### src/rtl/rsb_pkg.sv
package rsb_pkg;
   typedef enum logic {
      ACC_LOAD  = 1'b0,
      ACC_STORE = 1'b1
   } acc_kind_e;

   // mask keeping address bits at or above lg (64 bits, caller truncates)
   function automatic logic [63:0] span_mask(input int unsigned lg);
      logic [63:0] one;
      one = 64'd1;
      if (lg >= 64) return 64'd0;
      return ~((one << lg) - 64'd1);
   endfunction
endpackage

### src/rtl/rsb_region_hit.sv
module rsb_region_hit #(
   parameter int AW = 32,
   parameter int LW = 5
) (
   input  logic [AW-1:0] addr,
   input  logic [AW-1:0] base,
   input  logic [LW-1:0] lg,
   output logic          hit
);
   logic [63:0]   mask64;
   logic [AW-1:0] mask;

   always_comb begin
      mask64 = rsb_pkg::span_mask(int'(lg));
      mask   = mask64[AW-1:0];
      hit    = ((addr ^ base) & mask) == '0;
   end
endmodule

### src/rtl/rsb_region_overlap.sv
module rsb_region_overlap #(
   parameter int AW = 32,
   parameter int LW = 5
) (
   input  logic [AW-1:0] a_base,
   input  logic [LW-1:0] a_lg,
   input  logic [AW-1:0] b_base,
   input  logic [LW-1:0] b_lg,
   output logic          overlap
);
   logic [LW-1:0] big_lg;
   logic [63:0]   mask64;
   logic [AW-1:0] mask;

   always_comb begin
      big_lg  = (a_lg > b_lg) ? a_lg : b_lg;
      mask64  = rsb_pkg::span_mask(int'(big_lg));
      mask    = mask64[AW-1:0];
      overlap = ((a_base ^ b_base) & mask) == '0;
   end
endmodule

### src/rtl/rsb_alloc.sv
module rsb_alloc #(
   parameter int N  = 4,
   localparam int IW = (N > 1) ? $clog2(N) : 1
) (
   input  logic [N-1:0]  busy,
   output logic          free_any,
   output logic [IW-1:0] free_idx
);
   always_comb begin
      free_any = 1'b0;
      free_idx = '0;
      for (int i = N - 1; i >= 0; i--) begin
         if (!busy[i]) begin
            free_any = 1'b1;
            free_idx = IW'(i);
         end
      end
   end
endmodule

### src/rtl/region_scoreboard.sv
module region_scoreboard #(
   parameter int AW        = 32,
   parameter int LW        = 5,
   parameter int N         = 4,
   parameter int FW        = 4,
   parameter int NUM_FUNCS = 14,
   localparam int IW = (N > 1) ? $clog2(N) : 1
) (
   input  logic                 clk,
   input  logic                 rst_n,
   input  logic                 op_valid,
   input  logic [FW-1:0]        op_func,
   input  logic [AW-1:0]        op_src_base,
   input  logic [LW-1:0]        op_src_lg,
   input  logic [AW-1:0]        op_dst_base,
   input  logic [LW-1:0]        op_dst_lg,
   output logic                 op_ready,
   output logic [IW-1:0]        op_idx,
   input  logic                 done_valid,
   input  logic [IW-1:0]        done_idx,
   input  logic                 mem_valid,
   input  logic                 mem_write,
   input  logic [AW-1:0]        mem_addr,
   output logic                 mem_stall,
   output logic [N-1:0]         busy_map,
   output logic [NUM_FUNCS-1:0] fn_busy
);
   // elaboration-time parameter checks
   generate
      if (N < 2) begin : g_bad_n
         $error("region_scoreboard: N must be at least 2");
      end
      if (NUM_FUNCS > (1 << FW)) begin : g_bad_fn
         $error("region_scoreboard: NUM_FUNCS does not fit in FW bits");
      end
      if ((1 << LW) < AW) begin : g_bad_lw
         $error("region_scoreboard: LW too narrow to size a region");
      end
   endgenerate

   logic [N-1:0]  busy_q;
   logic [AW-1:0] src_base_q [N];
   logic [LW-1:0] src_lg_q   [N];
   logic [AW-1:0] dst_base_q [N];
   logic [LW-1:0] dst_lg_q   [N];
   logic [FW-1:0] func_q     [N];

   logic [N-1:0] src_hit, dst_hit, raw_conflict;
   logic          free_any;
   logic [IW-1:0] free_idx;
   logic          fn_legal, accept, free_ok;

   // per-entry comparators
   genvar e;
   generate
      for (e = 0; e < N; e++) begin : g_ent
         rsb_region_hit #(.AW(AW), .LW(LW)) u_src_hit (
            .addr(mem_addr), .base(src_base_q[e]), .lg(src_lg_q[e]),
            .hit(src_hit[e]));
         rsb_region_hit #(.AW(AW), .LW(LW)) u_dst_hit (
            .addr(mem_addr), .base(dst_base_q[e]), .lg(dst_lg_q[e]),
            .hit(dst_hit[e]));
         rsb_region_overlap #(.AW(AW), .LW(LW)) u_raw (
            .a_base(op_src_base), .a_lg(op_src_lg),
            .b_base(dst_base_q[e]), .b_lg(dst_lg_q[e]),
            .overlap(raw_conflict[e]));
      end
   endgenerate

   rsb_alloc #(.N(N)) u_alloc (
      .busy(busy_q), .free_any(free_any), .free_idx(free_idx));

   always_comb begin
      fn_legal = int'(op_func) < NUM_FUNCS;
      op_ready = free_any && fn_legal && ((raw_conflict & busy_q) == '0);
      op_idx   = free_idx;
      accept   = op_valid && op_ready;
      free_ok  = done_valid && (int'(done_idx) < N);
   end

   // processor access check
   always_comb begin
      mem_stall = 1'b0;
      if (mem_valid) begin
         if (rsb_pkg::acc_kind_e'(mem_write) == rsb_pkg::ACC_STORE)
            mem_stall = ((src_hit | dst_hit) & busy_q) != '0;
         else
            mem_stall = (dst_hit & busy_q) != '0;
      end
   end

   // entry state
   always_ff @(posedge clk) begin
      if (!rst_n) begin
         busy_q <= '0;
         for (int i = 0; i < N; i++) begin
            src_base_q[i] <= '0;
            src_lg_q[i]   <= '0;
            dst_base_q[i] <= '0;
            dst_lg_q[i]   <= '0;
            func_q[i]     <= '0;
         end
      end else begin
         if (free_ok && busy_q[done_idx])
            busy_q[done_idx] <= 1'b0;
         if (accept) begin
            busy_q[free_idx]     <= 1'b1;
            src_base_q[free_idx] <= op_src_base;
            src_lg_q[free_idx]   <= op_src_lg;
            dst_base_q[free_idx] <= op_dst_base;
            dst_lg_q[free_idx]   <= op_dst_lg;
            func_q[free_idx]     <= op_func;
         end
      end
   end

   // function usage
   always_comb begin
      fn_busy = '0;
      for (int f = 0; f < NUM_FUNCS; f++)
         for (int i = 0; i < N; i++)
            if (busy_q[i] && func_q[i] == FW'(f))
               fn_busy[f] = 1'b1;
   end

   assign busy_map = busy_q;

   // assertions
   assert_full_refuses_R3: assert property (@(posedge clk) disable iff (!rst_n)
      (&busy_map) |-> !op_ready);

   assert_accept_marks_R2: assert property (@(posedge clk) disable iff (!rst_n)
      (op_valid && op_ready) |=> busy_map[$past(op_idx)]);

   assert_done_frees_R9: assert property (@(posedge clk) disable iff (!rst_n)
      (done_valid && busy_map[done_idx] && !(op_valid && op_ready))
         |=> !busy_map[$past(done_idx)]);

   assert_idle_no_stall_R7: assert property (@(posedge clk) disable iff (!rst_n)
      !mem_valid |-> !mem_stall);

   assert_bad_func_refused_R10: assert property (@(posedge clk) disable iff (!rst_n)
      (int'(op_func) >= NUM_FUNCS) |-> !op_ready);

   assert_fn_idle_R11: assert property (@(posedge clk) disable iff (!rst_n)
      (busy_map == '0) |-> (fn_busy == '0));

   assert_empty_no_stall_R1: assert property (@(posedge clk) disable iff (!rst_n)
      (busy_map == '0) |-> !mem_stall);
endmodule

### config.mk
export PLATFORM = sky130hd
export DESIGN_NAME = region_scoreboard
export DESIGN_NICKNAME = d
export VERILOG_FILES = /design/src/rtl/rsb_pkg.sv /design/src/rtl/rsb_region_hit.sv /design/src/rtl/rsb_region_overlap.sv /design/src/rtl/rsb_alloc.sv /design/src/rtl/region_scoreboard.sv
export SDC_FILE = /design/constraint.sdc
export NUM_CORES = 1
export LEC_CHECK = 0
export ABC_AREA = 1
export BUFFER_PORTS_ARGS = -buffer_cell sky130_fd_sc_hd__clkbuf_2
export CAP_MARGIN = 25
export CORE_ASPECT_RATIO = 0.5
export CORE_MARGIN = 1
export CORE_UTILIZATION = 45
export CTS_CLUSTER_SIZE = 40
export DETAILED_ROUTE_END_ITERATION = 16
export GPL_TIMING_DRIVEN = 0
export SYNTH_ARGS = -nofsm -noshare
export SYNTH_HDL_FRONTEND = slang
export SYNTH_SLANG_ARGS = --single-unit
### constraint.sdc
create_clock -name clk -period 15.8 [get_ports clk]
set_input_delay 0.79 -clock clk [delete_from_list [all_inputs] [get_ports clk]]
set_output_delay 0.79 -clock clk [all_outputs]
set_load 0.03 [all_outputs]
# --- After elaboration in Yosys (flattened, before gate mapping) ---
# Memory sizes are Yosys's and may differ from the RTL's.
# Index checks and enable logic that the tools add are counted.
word_totals:
  ff_bits: 4
  ramBits: 312
  input_bits: 118
  out_inout_bits: 22
  mem_count: 5
memory_table:
  columns: ["name", "depth", "word_bits", "read_ports", "rd_ports_with_merged_regs", "wr", "line_no", "rtl"]
  rows:
  - ["dst_base_q", 4, 32, 4, 0, 4, "region_scoreboard.sv:44", "logic [AW-1:0] dst_base_q [N];"]
  - ["src_base_q", 4, 32, 4, 0, 4, "region_scoreboard.sv:42", "logic [AW-1:0] src_base_q [N];"]
  - ["dst_lg_q", 4, 5, 4, 0, 4, "region_scoreboard.sv:45", "logic [LW-1:0] dst_lg_q [N];"]
  - ["src_lg_q", 4, 5, 4, 0, 4, "region_scoreboard.sv:43", "logic [LW-1:0] src_lg_q [N];"]
  - ["func_q", 4, 4, 4, 0, 4, "region_scoreboard.sv:46", "logic [FW-1:0] func_q [N];"]
classes:
  n_addsub: 12
  order_cmp: 9
  n_eq_ne: 52
  n_shift: 12
  mux: 98
  n_bitwise: 43
  reduce_logical: 86
op_table:
  columns: ["operator", "count"]
  rows:
  - ["bitwise AND 32 bit", 12]
  - ["logical NOT 32 bit", 12]
  - ["NOT 32 bit", 12]
  - ["left shift 1 x 5 -> 32 bit (first input constant)", 12]
  - ["subtractor 32 x 1 -> 32 bit (second input constant)", 12]
  - ["bitwise XOR 32 bit", 12]
  - ["== test 4 bit (second input constant)", 24]
  - ["two-way mux 1 bit", 74]
  - ["== test 4 x 3 -> 1 bit (second input constant)", 16]
  - ["two-way mux 32 bit", 2]
  - ["OR reduction 32 bit", 2]
  - ["logical AND 1 bit", 62]
  - ["== test 4 x 2 -> 1 bit (second input constant)", 8]
  - ["two-way mux 5 bit", 6]
  - ["> comparator 5 bit", 4]
  - ["logical NOT 4 bit", 5]
  - ["two-way mux 2 bit", 9]
  - ["bitwise AND 4 bit", 4]
  - ["== test 4 x 1 -> 1 bit (second input constant)", 4]
  - ["two-way mux 4 bit", 4]
  - ["OR reduction 5 bit", 2]
  - ["OR 4 bit", 2]
  - ["nonzero test 4 bit", 2]
  - ["< comparator 2 x 3 -> 1 bit (second input constant)", 2]
  - ["other kinds (6)", 8]

# --- Depth between registers and ports, before layout ---
logic_depth:
  word_depth: 16
  ltp_mapped: 35

# --- By module ---
# From an unflattened synthesis, not the netlist that was laid out.
unflattened:
  cells_unflattened: 4195
  area_unflattened_um2: 29930.0
modules_own_cells:
  columns: ["module", "n_inst", "cells_each", "area_per_inst_um2", "seq_area_each_um2"]
  rows:
  - ["region_scoreboard", 1, 930, 11991.5, 9449.1]
  - ["rsb_region_hit", 8, 240, 1291.2, 0.0]
  - ["rsb_region_overlap", 4, 334, 1893.1, 0.0]
  - ["rsb_alloc", 1, 9, 36.3, 0.0]

# --- Least setup slack after synthesis ---
# No wires, ideal clock.
synth_path:
  path_kind: "register to register"
  start: "mem dst_lg_q[1][4]"
  end: "mem dst_base_q[1][0], enable pin"
  setup_ps: 438
  arrival_ps: 5977
  t_required_ps: 15362
  setup_slack_ps: 9384
  stages_incl_launch_ff: 30
  n_path_buf: 5
  synth_period_minus_slack_ps: 6416
  path_cell_list: "edfxtp_1 -> clkbuf_1 -> inv_1 -> clkbuf_1 -> clkbuf_1 -> ha_1 -> a21oi_1 -> nand3_2 -> nand2_2 -> nand2_1 -> nand2_2 -> inv_2 -> clkbuf_1 -> nand4_1 -> ha_1 -> inv_1 -> nor2_2 -> nand2_1 -> nor2_1 -> nand2_1 -> nand2_1 -> nand3_1 -> nand3_1 -> nor2_1 -> nand3_1 -> nand3_2 -> nor2_8 -> nand4_2 -> buf_2 -> nand2_1"
synth_lines:
  columns: ["element", "line_no"]
  rows:
  - ["from (decl)", "region_scoreboard.sv:45"]
  - ["to (decl)", "region_scoreboard.sv:44"]

==> run_results.csv <==
group,metric,value,unit
worst_setup_path,critPathSlowestCell,"nand2_4",
grt,grt_antenna_before_repair,5,
worst_setup_path,worstSetupStartpoint,"dst_lg_q[1][4]",
finish,area_growth,10.77,%
yosys,synth_flop_cell,"edfxtp_1",
route,drt_first_pass_iters,6,
yosys,synth-seq-cells,316,
worst_setup_path,worstPathArrival,8430,ps
worst_setup_path,slowest_delay,570,ps
yosys,synth_adder_area_share,1.443,%
sta,period_minus_slack,8213,ps
route,wl_per_cell,27.07,um
yosys,synth_top_family_by_area,"simple AND/OR/NAND/NOR gates",
cts,post_cts.resized_instances,0,
yosys,synthCells,3931,
yosys,yosys_warnings,0,
finish,seq_area,9449,um2
floorplanning,die_x,353.1,um
worst_setup_path,worstReg2RegStart,"dst_lg_q[1][4]",
route,vias_per_cell,6.132,
sta,finalCritPeriodShare,51.98,%
sta,hold_viol,0,
grt,grt_pass1_vias,26040,
route,postRouteAntennaNets,0,
sta,fin_skew,32.30,ps
floorplanning,pin_count,140,
flow_run,maxCapViolations,0,
yosys,synth_edf_count,312,
cts,root_buffer,"clkbuf_16",
yosys,ys_seq_area_share,34.06,%
yosys,synth.avg_cell_area,7.057,um2
finish,diodes,0,
yosys,netlist_area,27740,um2
grt,grt_util_all_layers,41.21,%
finish,drive_gt1_share,7.199,%
sta,tns,0,ps
worst_setup_path,criticalPathCategory,"register to register",
grt,grt.overflow.total,0,
floorplanning,initial_core_util,46.19,%
cts,cts.sinks,316,
floorplanning,die_h,177.6,um
yosys,ys_async_sr_fraction,0,%
finish,multi_input_area,15940,um2
worst_hold_path,worstHoldPathType,"input port to register",
cts,cts_buffer_depth,3,
pwr,vdd_ir_drop_max,0.07331,mV
status,outcome,"complete, no violations",
cts,cts_tree,"built",
worst_setup_path,cp_max_fo,40,
cts,hold_buffers,0,
sta,hold-worst-slack,609.1,ps
yosys,yosys.area_share.simple,35.97,%
finish,final_net_count,4224,
route,drc_errors,0,
worst_hold_path,worstHoldStart,"done_idx[0]",
cts,htree_levels,2,
worst_setup_path,rrSetupSlack,7590,ps
grt,grt_max_degree,74,
route,drt_iter0_markers,5103,
grt,grt_pass1_wl,183200,um
finish,fillers,6184,
cts,clk_pin_slew_worst_paths,70,ps
yosys,synth_xor_area_share,11.55,%
cts,clock_latency,560,ps
worst_setup_path,critPathCaptureType,"register",
route,vias,30110,
grt,grt_busiest_layer,"met1",
grt,grt_util_met2,53.36,%
sta,slew_headroom,18.30,%
floorplanning,dieArea,62710,um2
place,place_congestion,1.078,
yosys,synth.area.mux_share,0,%
place,io_buffers,76,
floorplanning,core,60070,um2
yosys,synth_cell_types,63,
worst_setup_path,critPathLaunchType,"register",
sta,worstMarginPinSlew,1226,ps
grt,grtUsageMet3,18.04,%
grt,grtUsageMet1,59.56,%
pwr,leakage,0.01452,uW
worst_setup_path,cp.required,16010,ps
route,drt_wl_total,132900,um
sta,drv_slew,0,
yosys,syn_nets,4081,
yosys,synth_compound_area_share,8.384,%
sta,setup_viol_count_final,0,
sta,max_freq,0.1218,GHz
floorplanning,row_count,63,
pwr,powerDensity,93.40,nW/um2
cts,cts_made_buffers,34,
place,dp_hpwl,103600,um
cts,post-cts-setup-buffer-count,0,
sta,rsz0062_at_grt,"false",
-- flip-flops by register name (all words and copies together) (netlist names) --
register,count
dst_base_q,128
src_lg_q,20
src_base_q,128
func_q,16
busy_map,4
dst_lg_q,20
-- cell type report --
cell class / instances / share of cell area, %
flip-flops and latches: 316 / 30.75
clock inverters: 16 / 0.3827
plain buffers: 193 / 2.630
multi-input cells: 3001 / 51.88
well taps: 812 / 3.306
clock buffers: 44 / 2.993
inverters: 421 / 5.143
repair buffers: 107 / 2.919
-- per-stage QoR --
step	area (um2)	setup slack [ps]	power (uW)	utilization (%)	instances
finish	30730	7587	2870	51.16	4910
global route	30730	7344	2980	51.16	4910
CTS	30680	7957	2817	51.09	4907
detailed placement	29650	8021	2035	49.36	4847
global placement	29140	6011	2023	48.51	4819
floorplan	27740	9384	1698	-	3931
-- layer usage --
layer	vias to the layer above	wire [um]
li1	13530	-
met1	14210	56920
met2	2043	48660
met3	318	22150
met4	4	5137
met5	-	22
-- placed cells by master (no fill, tap or decap), drive strengths merged, types with 14 or more instances in the layout --
cell type / Yosys / layout
nand4: 278 / 278
o211ai: 19 / 19
buf: 69 / 100
o22ai: 14 / 14
nor3: 74 / 74
nand3b: 23 / 23
xor2: 255 / 255
ha: 32 / 32
clkbuf: 124 / 244
nand3: 340 / 340
a21oi: 109 / 109
nor2: 751 / 751
o21ai: 135 / 135
or2: 40 / 40
edfxtp: 312 / 312
clkinv: 10 / 21
xnor2: 111 / 111
nand2: 696 / 696
inv: 411 / 413
-- path summary, 6_finish.rpt --
path | cells after the start | to
setup / recovery | 30 | dst_base_q[1][31]
hold / removal | 5 | busy_map[0]
setup reg to reg | 30 | dst_base_q[1][31]
hold reg to reg | 2 | busy_map[0]
-- power breakdown --
| part | switching (uW) | total (uW) | internal (uW) | leakage (uW) |
|---|---|---|---|---|
| registers | 39.8 | 1010 | 974 | 0.00329 |
| logic | 753 | 1060 | 303 | 0.0107 |
| clock network | 369 | 800 | 431 | 0.000508 |
| total | 1160 | 2870 | 1710 | 0.0145 |
-- Yosys cell counts (3+ instances only) --
cell type  instances  area, um2
buf_2             23      115.1
a22oi_1            8      60.06
ha_1              32      400.4
a221o_1            3      30.03
nor4_1            12      75.07
nand3b_1          23      172.7
o21bai_1          11      82.58
buf_1             34      127.6
nand2_2            7      43.79
nand2_1          688       2582
edfxtp_1         312       9369
nor2_2            15      93.84
o22ai_1           14      87.58
a31oi_1           13      81.33
a21oi_1          109      545.5
clkinv_1          10      37.54
nor2_1           734       2755
a41oi_1            5      43.79
nor3_1            74      370.4
xor2_1           255       2233
nand3_1          334       1672
inv_1            403       1513
o221ai_1           3      26.28
a311oi_1           4      35.03
o41ai_1            4      35.03
or2_2             39      244.0
o211ai_1          19      142.6
dfxtp_1            4      80.08
o311ai_0          13      113.9
o21ai_1            8      40.04
inv_2              8      30.03
clkbuf_1         124      465.5
nand3_2            6      60.06
o2111ai_1         13      113.9
o21ai_0          122      610.6
o21ai_2            5      43.79
o31ai_1            8      60.06
nand4_1          266       1664
nand4_2           12      150.1
xnor2_1          111      972.2
buf_4             11      82.58
-- kinds of logic after synthesis --
family | count (synthesis)
xor gates and xnor gates | 366
and+or+nand+nor | 2221
DFF | 316
AOI/OAI and AO/OA | 382
adders and majority gates | 32
buffers and inverters | 614
-- worst max-delay path, delay by kind of cell, from the launching register on --
| kind | cells | cell delay [ps] |
|---|---|---|
| flip-flops | 1 | 400 |
| buffers and inverters | 9 | 2590 |
| adder cells (fa/ha/maj) | 2 | 540 |
| AO/OA/AOI/OAI | 1 | 190 |
| AND/OR/NAND/NOR | 18 | 4020 |
Power figures use the tool's default switching activity.
